File: config.mk
export PLATFORM = sky130hd
export DESIGN_NAME = axi_wid_router
export DESIGN_NICKNAME = d
export VERILOG_FILES = /design/src/rtl/wid_router_pkg.sv /design/src/rtl/wid_rr_arb.sv /design/src/rtl/wid_id_encode.sv /design/src/rtl/wid_b_decode.sv /design/src/rtl/axi_wid_router.sv
export SDC_FILE = /design/constraint.sdc
export NUM_CORES = 1
export LEC_CHECK = 0
export BUFFER_PORTS_ARGS = -buffer_cell sky130_fd_sc_hd__buf_2
export CORE_AREA = 2 2 64 66
export DETAILED_ROUTE_END_ITERATION = 12
export DIE_AREA = 0 0 66 68
export GPL_TIMING_DRIVEN = 0
export PLACE_DENSITY = 0.94
export SETUP_SLACK_MARGIN = 0.2
export SLEW_MARGIN = 20
export SYNTH_ARGS = -nofsm -noshare
export SYNTH_HDL_FRONTEND = slang
export SYNTH_SLANG_ARGS = --single-unit
File: constraint.sdc
create_clock -name clk_i -period 5.5 [get_ports clk_i]
set_clock_uncertainty 0.2 [all_clocks]
set_input_delay 0.55 -clock clk_i [delete_from_list [all_inputs] [get_ports clk_i]]
set_output_delay 0.55 -clock clk_i [all_outputs]
set_load 0.1 [all_outputs]
File: src/rtl/wid_router_pkg.sv
`timescale 1ns/1ps
package wid_router_pkg;
  localparam int unsigned NUM_SRC = 3;
  typedef enum logic [1:0] {
    SRC_WB = 2'd0,
    SRC_FL = 2'd1,
    SRC_UC = 2'd2
  } src_e;
endpackage

File: src/rtl/wid_rr_arb.sv
`timescale 1ns/1ps
module wid_rr_arb #(
  parameter int unsigned N  = 3,
  localparam int unsigned SW = (N > 1) ? $clog2(N) : 1
) (
  input  logic          clk_i,
  input  logic          rst_ni,
  input  logic [N-1:0]  req_i,
  input  logic          ack_i,
  output logic [N-1:0]  gnt_o,
  output logic [SW-1:0] gnt_idx_o,
  output logic          gnt_vld_o
);
  logic          lock_q;
  logic [SW-1:0] lock_idx_q, last_q;
  logic [SW-1:0] pick_idx, cand;
  logic          pick_vld;

  // nearest requester after the last winner wins: scan far to near
  always_comb begin
    pick_vld = 1'b0;
    pick_idx = '0;
    cand     = '0;
    for (int k = N; k >= 1; k--) begin
      cand = SW'((int'(last_q) + k) % N);
      if (req_i[cand]) begin
        pick_vld = 1'b1;
        pick_idx = cand;
      end
    end
  end

  assign gnt_idx_o = lock_q ? lock_idx_q : pick_idx;
  assign gnt_vld_o = lock_q ? req_i[lock_idx_q] : pick_vld;
  assign gnt_o     = gnt_vld_o ? (N'(1) << gnt_idx_o) : '0;

  always_ff @(posedge clk_i or negedge rst_ni) begin
    if (!rst_ni) begin
      lock_q     <= 1'b0;
      lock_idx_q <= '0;
      last_q     <= SW'(N - 1);
    end else if (gnt_vld_o && ack_i) begin
      lock_q <= 1'b0;
      last_q <= gnt_idx_o;
    end else if (gnt_vld_o) begin
      lock_q     <= 1'b1;
      lock_idx_q <= gnt_idx_o;
    end
  end
endmodule

File: src/rtl/wid_id_encode.sv
`timescale 1ns/1ps
module wid_id_encode
  import wid_router_pkg::*;
#(
  parameter int unsigned ID_W   = 4,
  parameter int unsigned ADDR_W = 32,
  localparam int unsigned IDX_W = ID_W - 1
) (
  input  logic [1:0]        sel_i,
  input  logic [ADDR_W-1:0] wb_addr_i,
  input  logic [IDX_W-1:0]  wb_idx_i,
  input  logic [ADDR_W-1:0] fl_addr_i,
  input  logic [IDX_W-1:0]  fl_idx_i,
  input  logic [ADDR_W-1:0] uc_addr_i,
  output logic [ADDR_W-1:0] addr_o,
  output logic [ID_W-1:0]   id_o
);
  always_comb begin
    unique case (src_e'(sel_i))
      SRC_WB: begin
        addr_o = wb_addr_i;
        id_o   = {1'b0, wb_idx_i};
      end
      SRC_FL: begin
        addr_o = fl_addr_i;
        id_o   = {1'b1, fl_idx_i};
      end
      default: begin
        addr_o = uc_addr_i;
        id_o   = '1;
      end
    endcase
  end
endmodule

File: src/rtl/wid_b_decode.sv
`timescale 1ns/1ps
module wid_b_decode #(
  parameter int unsigned ID_W = 4,
  localparam int unsigned IDX_W = ID_W - 1
) (
  input  logic             valid_i,
  input  logic [ID_W-1:0]  id_i,
  input  logic             wb_rdy_i,
  input  logic             fl_rdy_i,
  input  logic             uc_rdy_i,
  output logic             wb_vld_o,
  output logic             fl_vld_o,
  output logic             uc_vld_o,
  output logic [IDX_W-1:0] idx_o,
  output logic             ready_o
);
  logic is_wb, is_uc, is_fl;

  assign is_wb = ~id_i[ID_W-1];
  assign is_uc = &id_i;
  assign is_fl = ~is_wb & ~is_uc;

  assign wb_vld_o = valid_i & is_wb;
  assign fl_vld_o = valid_i & is_fl;
  assign uc_vld_o = valid_i & is_uc;
  assign idx_o    = id_i[IDX_W-1:0];
  assign ready_o  = is_wb ? wb_rdy_i : (is_uc ? uc_rdy_i : fl_rdy_i);
endmodule

File: src/rtl/axi_wid_router.sv
`timescale 1ns/1ps
module axi_wid_router
  import wid_router_pkg::*;
#(
  parameter int unsigned ID_W       = 4,
  parameter int unsigned ADDR_W     = 32,
  parameter int unsigned WB_ENTRIES = 8,
  parameter int unsigned FL_ENTRIES = 7,
  localparam int unsigned IDX_W     = ID_W - 1
) (
  input  logic              clk_i,
  input  logic              rst_ni,
  input  logic              wb_aw_valid_i,
  output logic              wb_aw_ready_o,
  input  logic [ADDR_W-1:0] wb_aw_addr_i,
  input  logic [IDX_W-1:0]  wb_aw_idx_i,
  input  logic              fl_aw_valid_i,
  output logic              fl_aw_ready_o,
  input  logic [ADDR_W-1:0] fl_aw_addr_i,
  input  logic [IDX_W-1:0]  fl_aw_idx_i,
  input  logic              uc_aw_valid_i,
  output logic              uc_aw_ready_o,
  input  logic [ADDR_W-1:0] uc_aw_addr_i,
  output logic              m_aw_valid_o,
  input  logic              m_aw_ready_i,
  output logic [ADDR_W-1:0] m_aw_addr_o,
  output logic [ID_W-1:0]   m_aw_id_o,
  input  logic              m_b_valid_i,
  output logic              m_b_ready_o,
  input  logic [ID_W-1:0]   m_b_id_i,
  input  logic [1:0]        m_b_resp_i,
  output logic              wb_b_valid_o,
  input  logic              wb_b_ready_i,
  output logic              fl_b_valid_o,
  input  logic              fl_b_ready_i,
  output logic              uc_b_valid_o,
  input  logic              uc_b_ready_i,
  output logic [IDX_W-1:0]  b_idx_o,
  output logic [1:0]        b_resp_o
);
  // flush IDs must keep a zero bit so they never alias the uncached ID
  if (FL_ENTRIES > (2 ** IDX_W) - 1) begin : g_bad_fl_cfg
    $error("flush entry count too large for ID width");
  end
  if (WB_ENTRIES > 2 ** IDX_W) begin : g_bad_wb_cfg
    $error("write buffer entry count too large for ID width");
  end

  logic [NUM_SRC-1:0] req, gnt;
  logic [1:0]         gnt_idx;
  logic               gnt_vld;

  assign req = {uc_aw_valid_i, fl_aw_valid_i, wb_aw_valid_i};

  wid_rr_arb #(.N(NUM_SRC)) i_arb (
    .clk_i     (clk_i),
    .rst_ni    (rst_ni),
    .req_i     (req),
    .ack_i     (m_aw_ready_i),
    .gnt_o     (gnt),
    .gnt_idx_o (gnt_idx),
    .gnt_vld_o (gnt_vld)
  );

  wid_id_encode #(.ID_W(ID_W), .ADDR_W(ADDR_W)) i_enc (
    .sel_i     (gnt_idx),
    .wb_addr_i (wb_aw_addr_i),
    .wb_idx_i  (wb_aw_idx_i),
    .fl_addr_i (fl_aw_addr_i),
    .fl_idx_i  (fl_aw_idx_i),
    .uc_addr_i (uc_aw_addr_i),
    .addr_o    (m_aw_addr_o),
    .id_o      (m_aw_id_o)
  );

  assign m_aw_valid_o  = gnt_vld;
  assign wb_aw_ready_o = gnt[SRC_WB] & m_aw_ready_i;
  assign fl_aw_ready_o = gnt[SRC_FL] & m_aw_ready_i;
  assign uc_aw_ready_o = gnt[SRC_UC] & m_aw_ready_i;

  wid_b_decode #(.ID_W(ID_W)) i_bdec (
    .valid_i  (m_b_valid_i),
    .id_i     (m_b_id_i),
    .wb_rdy_i (wb_b_ready_i),
    .fl_rdy_i (fl_b_ready_i),
    .uc_rdy_i (uc_b_ready_i),
    .wb_vld_o (wb_b_valid_o),
    .fl_vld_o (fl_b_valid_o),
    .uc_vld_o (uc_b_valid_o),
    .idx_o    (b_idx_o),
    .ready_o  (m_b_ready_o)
  );

  assign b_resp_o = m_b_resp_i;
endmodule

======== After elaboration in Yosys (flattened, before gate mapping) ========
Cells that the tools add are included.
operators by class
  muxes and demuxes ....................... 23
  divide/modulo/power cells ............... 3
  multiply operators ...................... 0
  equality and inequality tests ........... 1
  reductions and logical operators ........ 5
  shifts and indexed selects .............. 1
  order comparisons ....................... 4
  bitwise logic cells ..................... 10
  add/sub/neg operators ................... 3
operators with widths
  cell                                                                          number
  32-bit by 2-bit modulo with 32-bit output, second input constant              3
  32-bit case mux with 2 select lines                                           1
  2-bit by 3-bit less-than comparator with 1-bit output, second input constant  4
  1-bit two-way mux                                                             12
  1-bit binary-select mux with 2-bit select                                     4
  2-bit two-way mux                                                             4
  4-bit case mux with 2 select lines                                            1
  1-bit bitwise AND                                                             7
  2-bit by 2-bit adder with 3-bit output, second input constant                 2
  4-bit AND reduction                                                           1
  2-bit by 1-bit adder with 3-bit output, second input constant                 1
  3-bit two-way mux                                                             1
  1-bit inverter                                                                3
  1-bit by 2-bit << shifter with 3-bit output, first input constant             1
  2-bit by 1-bit equality test with 1-bit output, second input constant         1
  2-bit zero test                                                               1
  2-bit AND reduction                                                           1
  2-bit nonzero test                                                            1
  1-bit logical AND                                                             1
storage, ports and cells
  memories ................................ 0
  output and inout port bits .............. 49
  bits in writable memories ............... 0
  word-level logic and storage cells ...... 53
  bits in latches ......................... 0
  flip-flop bits (word level) ............. 5
  memory bits (read-only) ................. 0

======== Longest topological paths before layout ========
  depth in word-level cells ............... 11
  gate-level depth with buffers ........... 10
  depth with buffers taken out ............ 7

======== Modules after synthesis ========
Synthesis repeated with hierarchy kept, for this count alone.
second synthesis, totals
  cell total of the unflattened synthesis .. 188
  area, all modules ....................... 1380.1 um^2
by module, submodules not included
  module          area an instance (um^2)  cells an instance  instances  seq. area each (um^2)
  wid_id_encode   755.7                    115                1          0.0
  wid_rr_arb      519.2                    57                 1          126.4
  wid_b_decode    71.3                     11                 1          0.0
  axi_wid_router  33.8                     5                  1          0.0

======== Least setup slack after synthesis ========
No wires, ideal clock.
  path type ............................... reg-to-output
  from .................................... reg i_arb.last_q[1]
  to ...................................... out fl_aw_ready_o
  data arrival time ....................... 3.844 ns
  path buffers ............................ 0
  slack ................................... 0.906 ns
  stages on the path, launching flop included .. 8
  cells stage by stage .................... dfstp_2 inv_1 ha_1 a21bo_1 a21o_1 a41oi_2 nand2_1 nor2_1
on the way
  elaborated cells between the ends (all ways) .. 23
  those cells by class .................... 3 x add/sub; 3 x div; 1 x shift; 15 x mux; 1 x bitwise
RTL lines
  what                                       line                  source
  start: declaration                         wid_rr_arb.sv:15      logic [SW-1:0] lock_idx_q, last_q;
  start signal: assignment                   wid_rr_arb.sv:41      last_q <= SW'(N - 1);
  start signal: assignment                   wid_rr_arb.sv:44      last_q <= gnt_idx_o;
  2-bit by 2-bit adder with 3-bit output     wid_rr_arb.sv:25      cand = SW'((int'(last_q) + k) % N);
  32-bit by 2-bit modulo with 32-bit output  wid_rr_arb.sv:25
  1-bit binary-select mux with 2-bit select  wid_rr_arb.sv:26      if (req_i[cand]) begin
  1-bit two-way mux (implied by the code)    wid_rr_arb.sv:26
  1-bit two-way mux (2 in series)            wid_rr_arb.sv:26
  1-bit two-way mux (*)                      wid_rr_arb.sv:26
  1-bit two-way mux (*)                      wid_rr_arb.sv:34      assign gnt_vld_o = lock_q ? req_i[lock_idx_q] : pick_vld;
  net m_aw_valid_o                           axi_wid_router.sv:24  output logic m_aw_valid_o,
  3-bit two-way mux (*)                      wid_rr_arb.sv:35      assign gnt_o = gnt_vld_o ? (N'(1) << gnt_idx_o) : '0;
  1-bit bitwise AND (*)                      axi_wid_router.sv:78  assign fl_aw_ready_o = gnt[SRC_FL] & m_aw_ready_i;
  end: declaration                           axi_wid_router.sv:18  output logic fl_aw_ready_o,
The timed path passes the listed nets; every way through them passes the cells marked *. The select of a mux whose other input is x is not followed.

======== Worst setup path in the final report ========
  from .................................... reg i_arb.last_q[1]
  to ...................................... out m_aw_addr_o[19]
on the way
  word-level cells in the longest chain between the ends .. 10
  elaborated cells between the ends (all ways) .. 19
  those cells by class .................... 3 x add/sub; 3 x div; 1 x eq/ne; 11 x mux; 1 x reduce/logical
ends and longest elaborated chain
  what                                                                               line                  source
  2-bit by 2-bit adder with 3-bit output                                             wid_rr_arb.sv:25
  32-bit by 2-bit modulo with 32-bit output                                          wid_rr_arb.sv:25
  1-bit binary-select mux with 2-bit select                                          wid_rr_arb.sv:26
  1-bit two-way mux (implied by the code)                                            wid_rr_arb.sv:26
  2-bit two-way mux (2 in series)                                                    wid_rr_arb.sv:26
  2-bit two-way mux (*)                                                              wid_rr_arb.sv:26
  2-bit two-way mux (*)                                                              wid_rr_arb.sv:33      assign gnt_idx_o = lock_q ? lock_idx_q : pick_idx;
  2-bit by 1-bit equality test with 1-bit output or 2-bit zero test (tied branches)  wid_id_encode.sv:19   unique case (src_e'(sel_i))
  32-bit case mux with 2 select lines (*)                                            wid_id_encode.sv:19
  end: declaration                                                                   axi_wid_router.sv:26  output logic [ADDR_W-1:0] m_aw_addr_o,
Mark *: on every way between the ends. The rest lies on a longest branch, timed or not. The select of a mux whose other input is x is not followed.

==> metrics.yaml <==
synthesis:
  synth_seq_cells: 5
  ys_async_sr_fraction: 1.000
  syn_area_per_cell_sq_um: 5.992
  ys_top_cells_by_area: "nand2_1 21%, a31oi_1 15%, nor2_1 11%"
  syn_area_sq_um: 1336
  synth_top_area_frac: 0.2135
  yosys.area.top_type: "nand2_1"
  yosysUniqueCellTypes: 34
  synth_nets: 345
  ys.flop_type: "dfrtp_1"
  synth_edf_count: 0
  yosysWarnings: 0
  seq_area_frac_synth: 0.09457
  synth_cells: 223
timing:
  period_needed_ps: 3579
  fmax_ghz: 0.2794
  maxSlewViolCount: 0
  finalHoldViolCount: 0
  min_period_over_period: 0.6507
  tightest_slew_ps: 503.7
  setup_viol: 0
  worst_slack_ps: 1921
  setup_tns_ps: 0
  maxSlewHeadroom: 0.6665
  rsz0062_at_grt: "no"
critical_path:
  critical_path.max_stage_delay_ps: 540
  cp-end-kind: "output port"
  critPathArrivalTime_ps: 2830
  cp_common_cell: "buf_6"
  crit_family: "buffers and inverters"
  cp-start-kind: "flop"
  path_class: "reg2out"
  crit_chain: "ha_1 -> buf_6 -> or2_1 -> a31o_1 -> o21ai_2 -> buf_6 -> buf_8 -> nand2_1 -> a31oi_1 -> buf_2"
  crit_fanout: 10
  required_ps: 4750
  cpMaxStageDelayCell: "dfstp_2"
  critPathBufInv: 4
clock_network:
  post_cts_buffers: 0
  cts_sinks: 5
  numCtsBuffers: 3
  root_buffer: "clkbuf_8"
  clock_latency_ps: 220
  cts_tree: "built"
  clk_pin_slew_ps: 30
  h-tree-depth: 1
  cts_max_path_buffers: 2
drt:
  vias: 2215
  wl_per_cell_microns: 12.24
  drc: 0
  drt_iter0_markers: 90
  avgViaCountPerCell: 5.011
  ant_nets: 0
  routed_wl_mm: 5.410
  drt_pass1_iterations: 4
floorplan:
  fp.dieW_microns: 66
  num_io_pins: 167
  coreArea_sq_um: 3856
  rows: 23
  die_area_sq_um: 4488
  die_h_microns: 68
  initial_core_util: 0.3465
placed_design:
  dp_hpwl_mm: 4.535
  gp_congestion: 0.9238
  pre_cts_ws_ps: 2152
  dpl_cell_area_sq_um: 2220
  io_buffers: 164
finish:
  final_common_cell: "buf_2"
  final_area_sq_um: 2275
  nets: 515
  fin_util: 0.5899
  layout_common_cells: "171 x buf_2, 76 x nand2_1, 40 x nor2_1, 33 x a31oi_1, 8 x mux2i_1"
  syn2layout_area_growth_pct: 70.22
  diodes: 0
  drive_gt1_frac: 0.4974
grt:
  antenna_found_initial: 0
  grt_max_degree: 11
  overflow: 0
  grt_pass1_wl_mm: 7.755
  grt_pass1_vias: 1862
  grt_usage: 0.2141
worst_hold_path:
  min_path_type: "reg2reg"
run_status:
  status: "finished clean"
run:
  maxCapViolCount: 0
-- metrics by stage --
| step | instances | hold WS [ps] |
|---|---|---|
| 5_1_grt | 442 | 407.7 |
| 4_1_cts | 442 | 376.2 |
| 2_1_floorplan | 223 | 54.41 |
| 3_5_place_dp | 437 | 169.3 |
| 3_3_place_gp | 437 | 162.1 |
| 6_report | 442 | 362.2 |
-- timing repair --
item / in CTS / in global routing
hold buffers: 1 / 0
hold endpoints to repair: 4 / 0
endpoints found under the setup margin: 0 / 0
resized for setup: 0 / 0
-- synth_stat cells (2+ instances only) --
library cell,number
nand3_1,4
buf_4,6
a31oi_1,33
mux2i_1,8
clkbuf_1,2
ha_1,4
buf_6,5
mux2_2,2
or2_1,2
inv_1,5
nor2_1,40
dfrtp_1,4
nand2_1,76
nor2b_1,5
buf_8,2
buf_2,7
-- worst paths after layout --
path | from | end | depth (start not counted) | slack [ps]
max in group asynchronous | rst_ni | i_arb.last_q[1]$_DFFE_PN1P_ | 2 | 4420
setup / recovery | i_arb.last_q[1]$_DFFE_PN1P_ | m_aw_addr_o[19] | 10 | 1920
min in group asynchronous | rst_ni | i_arb.lock_idx_q[1]$_DFFE_PN0P_ | 2 | 470
hold reg to reg | i_arb.last_q[1]$_DFFE_PN1P_ | i_arb.last_q[1]$_DFFE_PN1P_ | 2 | 360
hold / removal | i_arb.last_q[1]$_DFFE_PN1P_ | i_arb.last_q[1]$_DFFE_PN1P_ | 2 | 360
setup reg to reg | i_arb.last_q[1]$_DFFE_PN1P_ | i_arb.lock_idx_q[0]$_DFFE_PN0P_ | 7 | 3140
-- area by class of cell --
type,instances,area [sq um]
multi-input cells,191,1017
repair buffers,165,830.8
fillers,346,1582
inverters,5,18.77
clock buffers,4,45.04
well taps,50,62.56
flip-flops and latches,5,126.4
plain buffers,22,173.9
-- metal layers --
metal / GRT usage / wire length (microns) / share of wire
met1: 0.2544 / 2042 / 0.38
met2: 0.4167 / 2810 / 0.52
met3: 0.02467 / 500 / 0.092
met4: 0.03827 / 57 / 0.011
met5: 0 / 0 / 0
-- registers in the layout, summed over array words and instances (netlist names) --
signal,count
i_arb.lock_q,1
i_arb.last_q,2
i_arb.lock_idx_q,2
-- kinds of logic (layout without fill, tap and decap cells) --
family,Yosys count,count (layout),share of synthesized area
DFF,5,5,0.09458
and+or+nand+nor,130,130,0.3904
adders and majority gates,4,4,0.03745
muxes,11,11,0.08521
buffers and inverters,27,196,0.1442
AOI/OAI and AO/OA,46,46,0.2481
-- worst reg2reg max path, stage by stage, from the launching register on --
cell and delay [ps]:
dfstp_2 540, ha_1 240, buf_6 140, or2_1 220
a31o_1 240, o21a_1 190, buf_4 170, mux2_1 300
Power is not shown: default switching activity piles up to over one toggle a cycle in this logic, so the estimate is an artifact.
